<file path="src/rtl/sb_pkg.sv">
package sb_pkg;

    // write-slot latched write flag
    typedef enum logic {
        WS_IDLE  = 1'b0,
        WS_ARMED = 1'b1
    } wslot_state_e;

    // read-slot checking phase
    typedef enum logic {
        RS_WATCH = 1'b0,
        RS_QUIET = 1'b1
    } rslot_state_e;

endpackage

</file>
<file path="src/rtl/sb_regsel.sv">
module sb_regsel #(
    parameter int NREG   = 32,
    parameter bit ONEHOT = 1'b0,
    localparam int AW    = ONEHOT ? NREG : $clog2(NREG)
) (
    input  logic [AW-1:0]   reg_i,
    output logic [NREG-1:0] mask_o
);

    generate
        if (ONEHOT) begin : g_onehot
            // register number is already a selection mask
            assign mask_o = reg_i;
        end else begin : g_binary
            assign mask_o = NREG'(1) << reg_i;
        end
    endgenerate

endmodule

</file>
<file path="src/rtl/sb_wslot.sv">
module sb_wslot
    import sb_pkg::*;
#(
    parameter int NREG   = 32,
    parameter bit ONEHOT = 1'b0,
    parameter bit IS_LS  = 1'b0,
    localparam int AW    = ONEHOT ? NREG : $clog2(NREG)
) (
    input  logic            clk,
    input  logic            rst,
    input  logic            issue_i,
    input  logic            flag_i,
    input  logic [AW-1:0]   reg_i,
    input  logic            busy_i,
    input  logic            done_i,
    input  logic            ok_i,
    output logic [NREG-1:0] set_o,
    output logic [NREG-1:0] clr_o
);

    wslot_state_e    state_q, state_d;
    logic [AW-1:0]   dest_q;
    logic [AW-1:0]   dest_eff;
    logic [NREG-1:0] dest_mask;

    // destination captured on issue, live value passed through that cycle
    always_ff @(posedge clk) begin
        if (rst)          dest_q <= '0;
        else if (issue_i) dest_q <= reg_i;
    end

    assign dest_eff = issue_i ? reg_i : dest_q;

    sb_regsel #(.NREG(NREG), .ONEHOT(ONEHOT)) u_dsel (
        .reg_i  (dest_eff),
        .mask_o (dest_mask)
    );

    always_ff @(posedge clk) begin
        if (rst) state_q <= WS_IDLE;
        else     state_q <= state_d;
    end

    always_comb begin
        state_d = state_q;
        set_o   = '0;
        clr_o   = '0;
        if (issue_i && flag_i) set_o = dest_mask;
        unique case (state_q)
            WS_IDLE: begin
                if (issue_i && flag_i) state_d = WS_ARMED;
            end
            WS_ARMED: begin
                // finished with no result: the write never arrives
                if (!issue_i && done_i && !ok_i && !IS_LS) clr_o = dest_mask;
                if (issue_i)      state_d = flag_i ? WS_ARMED : WS_IDLE;
                else if (!busy_i) state_d = WS_IDLE;
            end
        endcase
    end

endmodule

</file>
<file path="src/rtl/sb_rslot.sv">
module sb_rslot
    import sb_pkg::*;
#(
    parameter int NREG   = 32,
    parameter bit ONEHOT = 1'b0,
    localparam int AW    = ONEHOT ? NREG : $clog2(NREG)
) (
    input  logic            clk,
    input  logic            rst,
    input  logic            active_i,
    input  logic [AW-1:0]   reg_i,
    input  logic            busy_i,
    input  logic            req_i,
    input  logic [NREG-1:0] vec_i,
    output logic [NREG-1:0] chk_o,
    output logic            hazard_o,
    output logic            req_o
);

    rslot_state_e    state_q, state_d;
    logic [NREG-1:0] sel_mask;

    sb_regsel #(.NREG(NREG), .ONEHOT(ONEHOT)) u_rsel (
        .reg_i  (reg_i),
        .mask_o (sel_mask)
    );

    always_ff @(posedge clk) begin
        if (rst) state_q <= RS_WATCH;
        else     state_q <= state_d;
    end

    always_comb begin
        state_d  = state_q;
        chk_o    = '0;
        hazard_o = 1'b0;
        unique case (state_q)
            RS_WATCH: begin
                chk_o    = active_i ? sel_mask : '0;
                hazard_o = |(vec_i & chk_o);
                if (busy_i && !hazard_o) state_d = RS_QUIET;
            end
            RS_QUIET: begin
                if (!busy_i) state_d = RS_WATCH;
            end
        endcase
        req_o = req_i && !hazard_o;
    end

endmodule

</file>
<file path="src/rtl/sb_vec.sv">
module sb_vec #(
    parameter int NREG = 32
) (
    input  logic            clk,
    input  logic            rst,
    input  logic [NREG-1:0] set_i,
    input  logic [NREG-1:0] clr_i,
    input  logic [NREG-1:0] chk_i,
    output logic [NREG-1:0] vec_o,
    output logic            any_o
);

    logic [NREG-1:0] vec_q;

    // set has priority over clear on the same bit
    always_ff @(posedge clk) begin
        if (rst) vec_q <= '0;
        else     vec_q <= (vec_q & ~clr_i) | set_i;
    end

    assign vec_o = vec_q;
    assign any_o = |(vec_q & chk_i);

endmodule

</file>
<file path="src/rtl/sb_scoreboard.sv">
module sb_scoreboard #(
    parameter int            NREG    = 32,
    parameter bit            ONEHOT  = 1'b0,
    parameter int            NW      = 4,
    parameter int            NR      = 6,
    parameter logic [NW-1:0] LS_MASK = '0,
    localparam int           AW      = ONEHOT ? NREG : $clog2(NREG)
) (
    input  logic                   clk,
    input  logic                   rst,
    input  logic [NW-1:0]          wr_issue_i,
    input  logic [NW-1:0]          wr_flag_i,
    input  logic [NW-1:0][AW-1:0]  wr_reg_i,
    input  logic [NW-1:0]          wr_busy_i,
    input  logic [NW-1:0]          wr_done_i,
    input  logic [NW-1:0]          wr_ok_i,
    input  logic                   wb_en_i,
    input  logic [AW-1:0]          wb_reg_i,
    input  logic [NR-1:0]          rd_active_i,
    input  logic [NR-1:0][AW-1:0]  rd_reg_i,
    input  logic [NR-1:0]          rd_busy_i,
    input  logic [NR-1:0]          rd_req_i,
    output logic [NR-1:0]          rd_req_o,
    output logic [NR-1:0]          rd_hazard_o,
    output logic                   any_hazard_o,
    output logic [NREG-1:0]        pending_o
);

    logic [NW-1:0][NREG-1:0] w_set;
    logic [NW-1:0][NREG-1:0] w_clr;
    logic [NR-1:0][NREG-1:0] r_chk;
    logic [NREG-1:0]         wb_mask;
    logic [NREG-1:0]         set_all;
    logic [NREG-1:0]         clr_all;
    logic [NREG-1:0]         chk_all;

    generate
        for (genvar w = 0; w < NW; w++) begin : g_wslot
            sb_wslot #(
                .NREG   (NREG),
                .ONEHOT (ONEHOT),
                .IS_LS  (LS_MASK[w])
            ) u_wslot (
                .clk     (clk),
                .rst     (rst),
                .issue_i (wr_issue_i[w]),
                .flag_i  (wr_flag_i[w]),
                .reg_i   (wr_reg_i[w]),
                .busy_i  (wr_busy_i[w]),
                .done_i  (wr_done_i[w]),
                .ok_i    (wr_ok_i[w]),
                .set_o   (w_set[w]),
                .clr_o   (w_clr[w])
            );
        end

        for (genvar r = 0; r < NR; r++) begin : g_rslot
            sb_rslot #(
                .NREG   (NREG),
                .ONEHOT (ONEHOT)
            ) u_rslot (
                .clk      (clk),
                .rst      (rst),
                .active_i (rd_active_i[r]),
                .reg_i    (rd_reg_i[r]),
                .busy_i   (rd_busy_i[r]),
                .req_i    (rd_req_i[r]),
                .vec_i    (pending_o),
                .chk_o    (r_chk[r]),
                .hazard_o (rd_hazard_o[r]),
                .req_o    (rd_req_o[r])
            );
        end
    endgenerate

    sb_regsel #(.NREG(NREG), .ONEHOT(ONEHOT)) u_wbsel (
        .reg_i  (wb_reg_i),
        .mask_o (wb_mask)
    );

    // OR-reduce the per-slot enables onto one set, one clear, one check port
    always_comb begin
        set_all = '0;
        clr_all = wb_en_i ? wb_mask : '0;
        chk_all = '0;
        for (int w = 0; w < NW; w++) begin
            set_all = set_all | w_set[w];
            clr_all = clr_all | w_clr[w];
        end
        for (int r = 0; r < NR; r++) begin
            chk_all = chk_all | r_chk[r];
        end
    end

    sb_vec #(.NREG(NREG)) u_vec (
        .clk   (clk),
        .rst   (rst),
        .set_i (set_all),
        .clr_i (clr_all),
        .chk_i (chk_all),
        .vec_o (pending_o),
        .any_o (any_hazard_o)
    );

endmodule

</file>
<file path="config.mk">
export PLATFORM = sky130hd
export DESIGN_NAME = sb_scoreboard
export DESIGN_NICKNAME = d
export VERILOG_FILES = /design/src/rtl/sb_pkg.sv /design/src/rtl/sb_regsel.sv /design/src/rtl/sb_wslot.sv /design/src/rtl/sb_rslot.sv /design/src/rtl/sb_vec.sv /design/src/rtl/sb_scoreboard.sv
export SDC_FILE = /design/constraint.sdc
export NUM_CORES = 1
export LEC_CHECK = 0
export ABC_AREA = 1
export CORE_ASPECT_RATIO = 2
export CORE_UTILIZATION = 30
export DETAILED_ROUTE_END_ITERATION = 7
export SKIP_LAST_GASP = 1
export SLEW_MARGIN = 10
export SYNTH_ARGS = -nofsm -noshare
export SYNTH_HDL_FRONTEND = slang
export SYNTH_HIERARCHICAL = 1
export SYNTH_SLANG_ARGS = --single-unit
</file>
<file path="constraint.sdc">
create_clock -name clk -period 1.4 [get_ports clk]
set_input_delay 0.14 -clock clk [delete_from_list [all_inputs] [get_ports clk]]
set_output_delay 0.14 -clock clk [all_outputs]
set_load 0.1 [all_outputs]
</file>
* Word-level counts from Yosys, hierarchy flattened
Index checks and enable logic that the tools add are counted.
** Operators by class
- Shift operators :: 11
- Bitwise operators :: 32
- Equal/unequal tests :: 0
- Muxes and demuxes :: 73
- Divide/modulo/power cells :: 0
- Add/subtract/negate cells :: 0
- $mul :: 0
- Order comparisons :: 0
- Reductions and logical operators :: 51
** Operators by type and width (count)
- two-way mux 32 bit :: 25
- bitwise OR 32 bit :: 13
- left shift 1 x 5 -> 32 bit (first input constant) :: 11
- AND 32 bit :: 8
- OR reduction 32 bit :: 7
- two-way mux 1 bit :: 34
- inverter 32 bit :: 1
- logical AND 1 bit :: 24
- zero test 1 bit :: 20
- two-way mux 5 bit :: 4
- one-hot mux 1 bit (2 select lines) :: 10
- inverter 1 bit :: 10
** Storage, ports and cells
- Memories kept :: 0
- RAM bits :: 0
- Output and inout bits :: 45
- Bits in registers :: 62
- Latch bits :: 0
- Memory bits (read-only) :: 0
- Word-level logic and storage cells :: 182
- Bits of input ports :: 96

* Depth between registers and ports, before layout
- Word-level depth :: 12
- Depth in mapped cells :: 15
- Mapped depth without buffers :: 14

* Hierarchy
The synthesis kept the hierarchy.
** By module, submodules not included
- sb_rslot :: cells an instance 146, area an instance 686.9 µm², seq. area each 20.0 µm², instances 6
- sb_regsel :: cells an instance 63, area an instance 372.9 µm², seq. area each 0.0 µm², instances 11
- sb_wslot :: cells an instance 138, area an instance 945.9 µm², seq. area each 120.1 µm², instances 4
- sb_scoreboard :: cells an instance 355, area an instance 1435.1 µm², seq. area each 0.0 µm², instances 1
- sb_vec :: cells an instance 194, area an instance 1292.5 µm², seq. area each 640.6 µm², instances 1

* Worst setup path after synthesis
No wires, ideal clock.
- Path type :: register to output
- Start :: register u_vec.vec_q[30], in the netlist u_vec/vec_o[30]
- End :: output rd_hazard_o[0]
- Stages on the path, launching flop included :: 7
- Buffers on the path :: 0
- Required time :: 1.260 ns
- Arrival time :: 2.961 ns
- Path slack :: -1.701 ns
- Path through :: dfxtp_1 nand3_2 nand2_1 nor2_1 nand2_1 nor2_2 a21oi_1
** On the way
- Longest elaborated chain between the ends :: 3
** Ends and longest elaborated chain
- from (decl) :: line sb_vec.sv:13 : logic [NREG-1:0] vec_q;
- from (signal assigned) :: line sb_vec.sv:18 : else vec_q <= (vec_q & ~clr_i) | set_i;
- AND 32 bit :: line sb_rslot.sv:40 : hazard_o = |(vec_i & chk_o);
- OR reduction 32 bit :: line sb_rslot.sv:40
- two-way mux 1 bit :: line sb_rslot.sv:37 : unique case (state_q)
- to (decl) :: line sb_scoreboard.sv:24 : output logic [NR-1:0] rd_hazard_o,
Every way passes these cells.

==> out/summary.txt <==
P per Cell Area: 388.6 nW/um^2
XOR/XNOR Fraction of Synth Area: 0%
global-route wire length before repair: 118500 um
Data required, critical path: 1.26 ns
die area: 50060 um^2
FF+latch count, synth: 62
share of cells above drive strength 1: 52.75%
final hold violation count: 0
antenna-violating nets left: 0
Setup Crit Path Kind: reg2out
GRT Total Usage: 32.22%
NumNets Final: 3437
Core Area: 48350 um^2
maxcap violations: 0
worst-margin pin slew: 0.4660 ns
Worst slew margin: 68.93%
I/O pin count: 141
number of global-route vias before repair: 19550
largest family of logic cells by synthesized area: simple AND/OR/NAND/NOR gates
Slew Limit Fails: 0
CTS HTree Levels: 3
Synth Area in Adders: 0%
Clock Latency Late Sink: 0.38 ns
vias: 20420
post-layout min period: 2.262 ns
syn avg cell area: 5.518 um^2
fmax: 0.4422 GHz
Via density: 5.123
status: complete, but fails checks
# hold bufs at CTS: 0
routed wire length: 85910 um
P_leak: 10.86 nW
final worst path period share: 161.5%
startpoint type of the worst setup path: register
chip height: 315.4 um
Hold/Removal Path Class: in2reg
Port Buffers: 140
post-synthesis compound-gate area fraction: 2.514%
register area share after synthesis: 8.424%
remaining global-route overflow: 0
Worst-path clk slew: 0.06 ns
maximum root-to-sink buffer count: 2
R2R depth: 13
Min-Delay Path Depth: 3
Peak VDD IR: 0.0006440 V
Synth warnings: 6
Die Span X: 158.7 um
final worst slack: -0.8616 ns
commonest cells after routing, fill and taps aside: nor2_1 (676), buf_4 (486), nand2_1 (419), nand3_2 (202), nor2_2 (197)
crit path DAT: 2.12 ns
reg2reg end: u_vec/vec_o[15]
synth-to-layout area growth: 77.73%
syn_nets: 2766
post-synth cell types: 22
reg2reg setup slack: -0.43 ns
multiplexer share of the synthesized area: 0%
RePlAce Congestion: 1.035
WHS Endpoint: g_wslot[1].u_wslot/dest_q[0]
detailed router's first-iteration violation count: 1457
min-delay src: wr_issue_i[1]
Post-Layout Cell Count: 3985
placed insts: 3795
final setup fails: 58
Initial Util: 30.47%
Root Driver: clkbuf_16
largest net degree at the start of global routing: 57
Worst Clk Skew: 0.01256 ns
WL per Instance: 21.56 um
Final HPWL DP: 59800 um
Post-Synthesis Cells: 2670
CTS tree: built
drt first pass iters: 8
R2R Path Start: g_wslot[1].u_wslot/dest_q[0]
pre-CTS WS: -1.204 ns
RSZ-0062 raised after global routing: true
failing checks: negative setup slack
cell row count: 114
most common cell after layout, fill and taps aside: nor2_1
critical-path maximum fanout: 8
CTS sink cnt: 62
cts bufs inserted: 9
Critical Path Sink Type: output port
Post-Synth Simple-Gate Area: 71.84%
worst setup path start: g_rslot[2].u_rslot/state_q
tightest hold margin: 0.1326 ns
Remaining DRCs: 0
Mapped Area: 14730 um^2
initial antenna violation count: 1
[metrics by stage]
| stage | total power [mW] | TNS [ns] | utilization (%) | instance area [um^2] |
|---|---|---|---|---|
| finish | 10.18 | -20.60 | 54.16 | 26190 |
| global route | 10.55 | -24.83 | 54.15 | 26190 |
| CTS | 9.583 | -19.78 | 49.89 | 24130 |
| detailed placement | 6.438 | -48.27 | 44.54 | 21530 |
| global placement | 6.420 | -48.11 | 44.54 | 21530 |
| floorplan | 4.551 | -5.193 | - | 15820 |
[cells by family after synthesis]
logic type / after synthesis
AO/OA/AOI/OAI: 74
flip-flops: 62
AND/OR/NAND/NOR: 2108
buffers and inverters: 426
[layout make-up]
type | instances | area (um^2)
clock buffers | 14 | 285.3
well taps | 638 | 798.3
flip-flops and latches | 62 | 1386
repair inverters | 1 | 7.507
fillers | 4665 | 22170
diodes | 1 | 2.502
multi-input cells | 2182 | 13600
repair buffers | 844 | 8957
clock inverters | 2 | 36.28
inverters | 241 | 1112
[critical path: stages (launching register included)]
cell and delay (ns):
dfxtp_4 0.43, buf_16 0.15, buf_8 0.12, nor2_1 0.04, nor2_1 0.15, nand3_1 0.09, nand2_1 0.07, nand2_1 0.04
nor2_1 0.14, nand2_1 0.09, nor2_2 0.16, nand2_4 0.08, buf_12 0.17
[report_power, final]
| group | total (mW) | switching (mW) | leakage, nW | internal (mW) |
|---|---|---|---|---|
| Sequential | 1.97 | 0.166 | 0.537 | 1.80 |
| Combinational | 5.60 | 3.16 | 10.2 | 2.44 |
| Clock | 2.61 | 1.02 | 0.159 | 1.59 |
| Total | 10.2 | 4.35 | 10.9 | 5.83 |
[synthesized netlist by cell type]
cell | count | area (um^2)
nor2_1 | 894 | 3356
nand2_1 | 505 | 1896
nand3_1 | 278 | 1391
inv_1 | 182 | 683.2
nor3_2 | 120 | 1201
nand3_2 | 114 | 1141
a21oi_1 | 74 | 370.4
dfxtp_1 | 62 | 1241
buf_6 | 61 | 686.9
nor2_2 | 60 | 375.4
buf_2 | 55 | 275.3
nor3_1 | 52 | 260.3
nand4_1 | 44 | 275.3
inv_4 | 37 | 231.5
buf_4 | 33 | 247.7
clkbuf_1 | 24 | 90.09
inv_2 | 22 | 82.58
nor2_8 | 22 | 440.4
buf_12 | 12 | 240.2
nor2_4 | 11 | 123.9
nand2_4 | 4 | 45.04
nand2_8 | 4 | 80.08
[state kept, by name, summed over array words and instances (netlist names)]
| register | flops |
|---|---|
| g_wslot.u_wslot/state_q | 4 |
| g_rslot.u_rslot/state_q | 6 |
| u_vec/vec_o | 32 |
| g_wslot.u_wslot/dest_q | 20 |
[worst max-delay path by stage]
stage / endpoint / slack [ns]
after floorplan: rd_req_o[0] / -0.33
after global placement: any_hazard_o / -1.22
after detailed placement: any_hazard_o / -1.20
after CTS: any_hazard_o / -0.83
after global routing: any_hazard_o / -0.93
final: any_hazard_o / -0.86
[per-layer routing]
metal	wire length, um	global-route usage [%]
met5	0	0
met4	11170	33.41
met3	4430	4.290
met2	43160	59.79
met1	27140	29.43
[what timing repair did]
action / 4_1_cts / 5_1_grt
pin swaps: 222 / 238
resized for setup: 494 / 421
buffers inserted: 113 / 102
setup endpoints to repair: 56 / 67
gates cloned: 10 / 3
(Power assumes the default switching activity.)
